`src/rtl/cmd_pkg.sv`:
```
package cmd_pkg;
  localparam int unsigned SAMPLE_W = 8;
  localparam int unsigned MAX_DLY  = 63;
  localparam int unsigned DLY_W    = $clog2(MAX_DLY + 1);

  function automatic logic [SAMPLE_W-1:0] mid_code();
    return {1'b1, {(SAMPLE_W-1){1'b0}}};
  endfunction
endpackage

```
`src/rtl/strobe_sync.sv`:
```
module strobe_sync #(
  parameter int unsigned W = 4,
  parameter logic [W-1:0] RST_VAL = '0
) (
  input  logic         clk,
  input  logic         rst_n,
  input  logic [W-1:0] async_in,
  output logic [W-1:0] sync_out
);
  logic [W-1:0] stage1;

  always_ff @(posedge clk or negedge rst_n) begin
    if (!rst_n) begin
      stage1   <= RST_VAL;
      sync_out <= RST_VAL;
    end else begin
      stage1   <= async_in;
      sync_out <= stage1;
    end
  end
endmodule

```
`src/rtl/blank_delay.sv`:
```
module blank_delay #(
  parameter int unsigned DEPTH = 63,
  parameter int unsigned SEL_W = $clog2(DEPTH + 1)
) (
  input  logic             clk,
  input  logic             rst_n,
  input  logic             advance,
  input  logic             level_now,
  input  logic [SEL_W-1:0] sel,
  output logic             level_out
);
  logic [DEPTH-1:0] hist;

  always_ff @(posedge clk or negedge rst_n) begin
    if (!rst_n) hist <= '1;
    else if (advance) hist <= {hist[DEPTH-2:0], level_now};
  end

  always_comb begin
    if (sel == '0) level_out = level_now;
    else           level_out = hist[sel - 1'b1];
  end
endmodule

```
`src/rtl/sample_select.sv`:
```
module sample_select #(
  parameter int unsigned DW = 8
) (
  input  logic [DW-1:0] cur_y,
  input  logic [DW-1:0] cur_c,
  input  logic [DW-1:0] dly_y,
  input  logic [DW-1:0] dly_c,
  input  logic          drop,
  input  logic          line_nr,
  input  logic          y_doc_en,
  input  logic          c_doc_en,
  input  logic          mute,
  input  logic [DW-1:0] mute_code,
  output logic [DW-1:0] sel_y,
  output logic [DW-1:0] sel_c
);
  logic sub_ok;
  logic [DW-1:0] c_src;

  always_comb begin
    sub_ok = drop && line_nr;
    sel_y  = (sub_ok && y_doc_en) ? dly_y : cur_y;
    c_src  = (sub_ok && c_doc_en) ? dly_c : cur_c;
    sel_c  = mute ? mute_code : c_src;
  end
endmodule

```
`src/rtl/chroma_mute_dropout.sv`:
```
module chroma_mute_dropout
  import cmd_pkg::*;
#(
  parameter int unsigned DW      = SAMPLE_W,
  parameter int unsigned DLY_MAX = MAX_DLY,
  localparam int unsigned SW     = $clog2(DLY_MAX + 1)
) (
  input  logic          clk,
  input  logic          rst_n,
  input  logic          blank_n,
  input  logic          vblank,
  input  logic          kill,
  input  logic          doc_n,
  input  logic [SW-1:0] blk_dly,
  input  logic          blank_ign,
  input  logic          vblank_ign,
  input  logic          line_nr,
  input  logic          y_doc_en,
  input  logic          c_doc_en,
  input  logic          in_valid,
  output logic          in_ready,
  input  logic [DW-1:0] cur_y,
  input  logic [DW-1:0] cur_c,
  input  logic [DW-1:0] dly_y,
  input  logic [DW-1:0] dly_c,
  output logic          out_valid,
  input  logic          out_ready,
  output logic [DW-1:0] out_y,
  output logic [DW-1:0] out_c
);
  localparam logic [DW-1:0] MID = {1'b1, {(DW-1){1'b0}}};

  logic [3:0] strobe_s;
  logic blank_n_s, vblank_s, kill_s, doc_n_s;
  logic blank_n_d, mute, acc;
  logic [DW-1:0] sel_y, sel_c;

  strobe_sync #(.W(4), .RST_VAL(4'b1001)) u_sync (
    .clk(clk), .rst_n(rst_n),
    .async_in({blank_n, vblank, kill, doc_n}),
    .sync_out(strobe_s)
  );
  assign {blank_n_s, vblank_s, kill_s, doc_n_s} = strobe_s;

  assign in_ready = !out_valid || out_ready;
  assign acc      = in_valid && in_ready;

  blank_delay #(.DEPTH(DLY_MAX), .SEL_W(SW)) u_dly (
    .clk(clk), .rst_n(rst_n), .advance(acc),
    .level_now(blank_n_s), .sel(blk_dly), .level_out(blank_n_d)
  );

  assign mute = kill_s || (!blank_n_d && !blank_ign) || (vblank_s && !vblank_ign);

  sample_select #(.DW(DW)) u_sel (
    .cur_y(cur_y), .cur_c(cur_c), .dly_y(dly_y), .dly_c(dly_c),
    .drop(!doc_n_s), .line_nr(line_nr), .y_doc_en(y_doc_en), .c_doc_en(c_doc_en),
    .mute(mute), .mute_code(MID), .sel_y(sel_y), .sel_c(sel_c)
  );

  always_ff @(posedge clk or negedge rst_n) begin
    if (!rst_n) begin
      out_valid <= 1'b0;
      out_y     <= '0;
      out_c     <= MID;
    end else if (acc) begin
      out_valid <= 1'b1;
      out_y     <= sel_y;
      out_c     <= sel_c;
    end else if (out_ready) begin
      out_valid <= 1'b0;
    end
  end
endmodule

```
`config.mk`:
```
export PLATFORM = sky130hd
export DESIGN_NAME = chroma_mute_dropout
export DESIGN_NICKNAME = d
export VERILOG_FILES = /design/src/rtl/cmd_pkg.sv /design/src/rtl/strobe_sync.sv /design/src/rtl/blank_delay.sv /design/src/rtl/sample_select.sv /design/src/rtl/chroma_mute_dropout.sv
export SDC_FILE = /design/constraint.sdc
export NUM_CORES = 1
export LEC_CHECK = 0
export BUFFER_PORTS_ARGS = -buffer_cell sky130_fd_sc_hd__buf_2
export CAP_MARGIN = 30
export CORE_MARGIN = 1.5
export CORE_UTILIZATION = 42
export CTS_CLUSTER_DIAMETER = 120
export DETAILED_ROUTE_END_ITERATION = 16
export HOLD_SLACK_MARGIN = 0.08
export PLACE_DENSITY = 0.59
export SLEW_MARGIN = 15
export SYNTH_ARGS = -nofsm -noshare
export SYNTH_HDL_FRONTEND = slang
export SYNTH_SLANG_ARGS = --single-unit
export TNS_END_PERCENT = 20
```
`constraint.sdc`:
```
create_clock -name clk -period 4.5 [get_ports clk]
set_input_delay 0.45 -clock clk [delete_from_list [all_inputs] [get_ports clk]]
set_output_delay 0.45 -clock clk [all_outputs]
set_load 0.05 [all_outputs]
```
Word level (Yosys, flattened, before mapping)
Index checks and enable logic that the tools add are counted.
{ "op_classes": {"n_addsub": 1, "order_cmp": 1, "mux": 8, "n_reduce_logical": 16} }
{ "ops": {"columns": ["cell", "n"], "rows": [
  ["2-to-1 mux 8 bit", 3],
  ["< comparator 6 x 7 -> 1 bit, second input constant", 1],
  ["binary-select mux 1 bit (select 6 bit)", 1],
  ["logical AND 1 bit", 6],
  ["zero test 6 bit", 1],
  ["subtractor 6 x 1 -> 6 bit, second input constant", 1],
  ["zero test 1 bit", 5],
  ["2-to-1 mux 1 bit", 4],
  ["logical OR 1 bit", 3],
  ["nonzero test 2 bit", 1]
]} }
{ "totals": {"reg_bits": 88, "in_bits": 51, "out_inout_bits": 18, "word_cells": 32} }

Longest topological paths before layout
{ "depth": {"ltp_word": 9, "ltp_mapped": 13, "mapped_depth_nobuf": 8} }

Hierarchy
From an unflattened synthesis, not the netlist that was laid out.
{ "hier_totals": {"cells_unflattened": 313, "area_unflattened_um2": 4383.0} }
{ "modules_own_cells": {"columns": ["module", "n_inst", "cells_each", "area_each_um2", "seq_area_each_um2"], "rows": [
  ["blank_delay", 1, 215, 3164.3, 1655.3],
  ["chroma_mute_dropout", 1, 45, 724.4, 426.7],
  ["sample_select", 1, 45, 289.0, 0.0],
  ["strobe_sync", 1, 8, 205.2, 205.2]
]} }

Worst setup path before layout
Ideal clock, no wire load.
{ "synth_timing": {"path_type": "input port to flip-flop", "from": "input port blk_dly[0]", "to": "register out_c[0]", "setup_time_ns": 0.133, "arrival_ns": 2.753, "t_required_ns": 4.367, "setup_slack_ns": 1.614, "stages": 12, "n_path_buf": 4, "path_cell_list": "clkbuf_8 > clkbuf_8 > inv_1 > ha_1 > clkbuf_8 > xor2_2 > buf_6 > mux4_2 > nor3_1 > nor4_4 > nor2_2 > a31oi_1"} }
{ "synth_via": {"elab_chain_cells": 9, "word_cells_on_any_way": 10, "classes_between": "add/sub (1); mux (4); reduce/logical (5)"} }
{ "synth_rtl": {"columns": ["item", "line_no", "rtl"], "rows": [
  ["from (decl)", "chroma_mute_dropout.sv:14", "input logic [SW-1:0] blk_dly,"],
  ["subtractor 6 x 1 -> 6 bit", "blank_delay.sv:21", "else level_out = hist[sel - 1'b1];"],
  ["binary-select mux 1 bit (select 6 bit)", "blank_delay.sv:21", null],
  ["2-to-1 mux 1 bit (not written as such)", "blank_delay.sv:21", null],
  ["2-to-1 mux 1 bit *", "blank_delay.sv:20", "if (sel == '0) level_out = level_now;"],
  ["zero test 1 bit *", "chroma_mute_dropout.sv:53", "assign mute = kill_s || (!blank_n_d && !blank_ign) || (vblank_s && !vblank_ign);"],
  ["logical AND 1 bit *", "chroma_mute_dropout.sv:53", null],
  ["logical OR 1 bit * (2 in series)", "chroma_mute_dropout.sv:53", null],
  ["2-to-1 mux 8 bit *", "sample_select.sv:24", "sel_c = mute ? mute_code : c_src;"],
  ["to (signal assigned)", "chroma_mute_dropout.sv:69", "out_c <= sel_c;"],
  ["to (decl)", "chroma_mute_dropout.sv:29", "output logic [DW-1:0] out_c"]
]} }
Mark *: on every way between the ends. The rest lies on a longest branch, timed or not. The select of a mux whose other input is x is not followed.
A chain may end at the register's enable or synchronous reset.

Worst setup path after layout
{ "layout_timing": {"from": "input port blk_dly[0]", "to": "register out_c[4]"} }
Same word-level chain as after synthesis.

==> metrics.md <==
| Metric | Value |
|---|---|
| Distinct cell type count after synthesis | `49` |
| Async set-or-reset flop fraction in the synthesized netlist | `100%` |
| Post-synth top area cell | `sky130_fd_sc_hd__dfstp_2` |
| Synthesized cell area | `4370 sq um` |
| Syn_area_per_cell | `13.9 sq um` |
| Number of hold buffers added after CTS | `1` |
| Final WS setup | `1.40 ns` |
| Actual slew at the worst max-slew pin | `0.777 ns` |
| Top cells by area in the synthesized netlist | `sky130_fd_sc_hd__dfstp_2, sky130_fd_sc_hd__mux2_2, sky130_fd_sc_hd__dfrtp_1, sky130_fd_sc_hd__mux4_1, sky130_fd_sc_hd__mux2i_1` |
| First-pass GRT wire length | `13500 um` |
| Post-route clock skew | `0.0141 ns` |
| Share of the core filled with cells in the final layout | `49.2%` |
| Cell with the biggest individual delay on the critical path | `sky130_fd_sc_hd__mux4_1` |
| # H-tree levels | `3` |
| Via count of the first global-routing pass | `2670` |
| CP cell instances | `buf_2 > inv_1 > ha_1 > xor2_2 > buf_4 > mux4_1 > o22ai_1 > a211oi_2 > nor2_2 > a31oi_1` |
| Detailed placement HPWL | `5720 um` |
| Class of the most critical setup path | `in -> reg` |
| Synthesis warning total | `0` |
| Top achievable clock speed | `0.323 GHz` |
| Vias after detailed routing | `2759` |
| Number of maximum-capacitance constraint violations | `0` |
| Tcrit/Tclk final | `68.8%` |
| Critical-path maximum fanout | `20` |
| Number of buffers added on ports | `68` |
| Number of cells upsized or downsized after cts | `0` |
| Count of fill cells added during filler insertion | `899` |
| Antenna Nets Post-Route | `0` |
| Number of enable flip-flop cells after synthesis | `0` |
| Leakage power of the design | `2.20 nW` |
| Overall routing resource usage | `15.7%` |
| Net count after synthesis | `368` |
| Overflow after GRT | `0` |
| Clk buf depth | `2` |
| Count of buffers added by post-CTS timing repair for setup | `0` |
| Cell at the root of the clock tree | `sky130_fd_sc_hd__clkbuf_8` |
| Run status | `finished, final reports clean` |
| Clock tree from TritonCTS | `done` |
| DRT iter0 DRCs | `101` |
| Largest net degree at the start of global routing | `87` |
| Worst VDD drop | `0.160 mV` |
| Power, Total | `0.00200 W` |
| Routed WL per cell | `15.9 um` |
| Critical path required time | `4.72 ns` |
| Final RePlAce weighted congestion | `0.804` |
| Clock latency reported for the late side of the worst-skew pair | `0.36 ns` |
| Clock-pin transition on the worst setup and hold timing paths | `0.09 ns` |
| Max_slew headroom | `48.2%` |
| Top-area cell type share of the netlist area | `40.9%` |
| Summed negative setup slack over all endpoints | `0 ns` |
| Instance count of the mapped netlist | `315` |
| Sequential cell area fraction in the yosys report | `52.4%` |
| Die outline area | `11000 sq um` |
| Count of state elements after synthesis | `88` |
| Unrepaired setup endpoints after global routing | `false` |
| Signed area change from the synthesized netlist to the final layout | `14.9%` |
| Final Hold Fails | `0` |
| Final antenna diode count | `0` |
| DRT Wirelength | `8270 um` |
| Finish-stage setup viols | `0` |
| Data arrival at the endpoint of the critical path | `3.32 ns` |
| Share of layout cells above drive strength 1 | `62.5%` |
| Initial antenna violation count | `0` |
| Starting density of the core | `42.9%` |
| Most instantiated flip-flop cell in the synthesis netlist | `sky130_fd_sc_hd__dfstp_2` |
| Post-DR vias/cell | `5.31` |
| Final min period | `3.10 ns` |
| Pre-antenna DRT Iters | `6` |
| Startpoint types | `primary input` |
| Setup slack, reg-to-reg | `2.57 ns` |
| Slowest Stage Delay on Critical Path | `0.56 ns` |
| Number of placement rows | `37` |
| Num Clock Sinks | `88` |
| Sort of element at the end of the critical path | `register` |
| I/O pin cnt | `69` |
| Post-placement worst setup slack | `1.01 ns` |
| Power density normalized to cell area | `400 nW/um^2` |
| Remaining routing DRC violations | `0` |
| Final-stage net count | `432` |
| Hold Path Class | `in -> reg` |
| Core Area | `10200 sq um` |
| Final max-slew violation count | `0` |
| Number of buffers inserted during clock tree synthesis | `9` |
| Vert. Die Dim | `105 um` |
| Horiz. Die Dim | `105 um` |
power by group:
part	switching (W)	total, W	leakage [nW]	internal (W)
Combinational	0.000189	0.000370	1.13	0.000181
Sequential	0.0000783	0.00104	0.958	0.000960
Clock	0.000288	0.000597	0.111	0.000309
cells by family after synthesis:
| family | count (synthesis) | synth area share (%) |
|---|---|---|
| AO/OA/AOI/OAI | 49 | 7.80 |
| XOR/XNOR | 2 | 0.573 |
| adder cells (fa/ha/maj) | 2 | 0.573 |
| buffers and inverters | 24 | 3.78 |
| flip-flops | 88 | 52.4 |
| multiplexers | 97 | 28.6 |
| AND/OR/NAND/NOR | 53 | 6.31 |
Yosys cell counts (all sizes together) (6+ instances only):
cell type,number
a21boi,7
a21oi,6
a31oi,8
buf,7
clkbuf,12
dfrtp,20
dfstp,68
mux2,70
mux2i,14
mux4,13
nand2,24
nand3,8
o21ai,8
placed cells by master (no fill, tap or decap), types with 2 or more instances in the layout:
| cell | synthesis | layout |
|---|---|---|
| sky130_fd_sc_hd__mux2i_1 | 14 | 14 |
| sky130_fd_sc_hd__dfstp_2 | 68 | 68 |
| sky130_fd_sc_hd__ha_1 | 2 | 2 |
| sky130_fd_sc_hd__buf_2 | 0 | 67 |
| sky130_fd_sc_hd__nor2b_1 | 2 | 2 |
| sky130_fd_sc_hd__o31ai_1 | 2 | 2 |
| sky130_fd_sc_hd__mux4_2 | 6 | 6 |
| sky130_fd_sc_hd__nand2_1 | 24 | 23 |
| sky130_fd_sc_hd__dfrtp_1 | 20 | 20 |
| sky130_fd_sc_hd__o22ai_1 | 2 | 2 |
| sky130_fd_sc_hd__nor2_1 | 4 | 4 |
| sky130_fd_sc_hd__buf_4 | 0 | 3 |
| sky130_fd_sc_hd__inv_1 | 5 | 5 |
| sky130_fd_sc_hd__o21bai_1 | 2 | 2 |
| sky130_fd_sc_hd__nand2b_1 | 3 | 3 |
| sky130_fd_sc_hd__inv_6 | 0 | 2 |
| sky130_fd_sc_hd__o21ai_0 | 8 | 8 |
| sky130_fd_sc_hd__a31oi_1 | 8 | 8 |
| sky130_fd_sc_hd__o2111ai_1 | 2 | 2 |
| sky130_fd_sc_hd__clkbuf_8 | 6 | 10 |
| sky130_fd_sc_hd__nand3_1 | 8 | 8 |
| sky130_fd_sc_hd__a21boi_0 | 7 | 7 |
| sky130_fd_sc_hd__mux2_2 | 70 | 70 |
| sky130_fd_sc_hd__nor3_1 | 2 | 2 |
| sky130_fd_sc_hd__mux4_1 | 7 | 7 |
| sky130_fd_sc_hd__a211oi_1 | 2 | 2 |
| sky130_fd_sc_hd__a21oi_1 | 6 | 6 |
sequential cells by signal (all words and copies together), names as in the netlist:
register	flops
u_sync.sync_out	4
out_c	8
out_y	8
u_dly.hist	63
u_sync.stage1	4
out_valid	1
area by class of cell:
cell class	count	area [sq um]	area share [%]
sequential	88	2290	45.6
inverter	5	18.8	0.374
clock inverter	5	60.1	1.20
multi-input combinational	203	1920	38.3
tap	136	170	3.39
clock buffer	11	163	3.24
timing repair buffer	72	395	7.88
metal layers:
| metal | up-vias | GRT usage (%) | share of wire [%] |
|---|---|---|---|
| met2 | 84 | 23.2 | 45 |
| li1 | 1298 | - | - |
| met4 | 0 | 4.89 | 0.74 |
| met1 | 1373 | 22.4 | 49 |
| met5 | - | 0 | 0 |
| met3 | 4 | 4.68 | 5.1 |
worst paths after layout:
check	to	start	cells past startpoint
worst max-delay path	out_c[4]$_DFFE_PN0P_	blk_dly[0]	10
worst min-delay path	u_sync.stage1[1]$_DFF_PN0_	kill	1
worst max register to register	out_c[4]$_DFFE_PN0P_	u_dly.hist[57]$_DFFE_PN1P_	5
worst min register to register	u_sync.sync_out[0]$_DFF_PN1_	u_sync.stage1[0]$_DFF_PN1_	0
max in group asynchronous	u_dly.hist[39]$_DFFE_PN1P_	rst_n	3
min in group asynchronous	out_y[6]$_DFFE_PN0P_	rst_n	2
worst max-delay path, delay by kind of cell:
family / cells / cell delay [ns]
simple gates: 1 / 0.30
xor+xnor: 1 / 0.43
compound gates: 3 / 0.41
fa+ha+maj: 1 / 0.35
buf+inv: 3 / 0.80
mux: 1 / 0.56
metrics by stage:
stage | hold slack, ns | cells | area (sq um)
2_1_floorplan | 0.154 | 315 | 4370
3_3_place_gp | 0.334 | 502 | 4750
3_5_place_dp | 0.337 | 502 | 4750
4_1_cts | 0.170 | 519 | 4990
5_1_grt | 0.171 | 520 | 5010
6_report | 0.190 | 520 | 5010
Power figures use the tool's default switching activity.
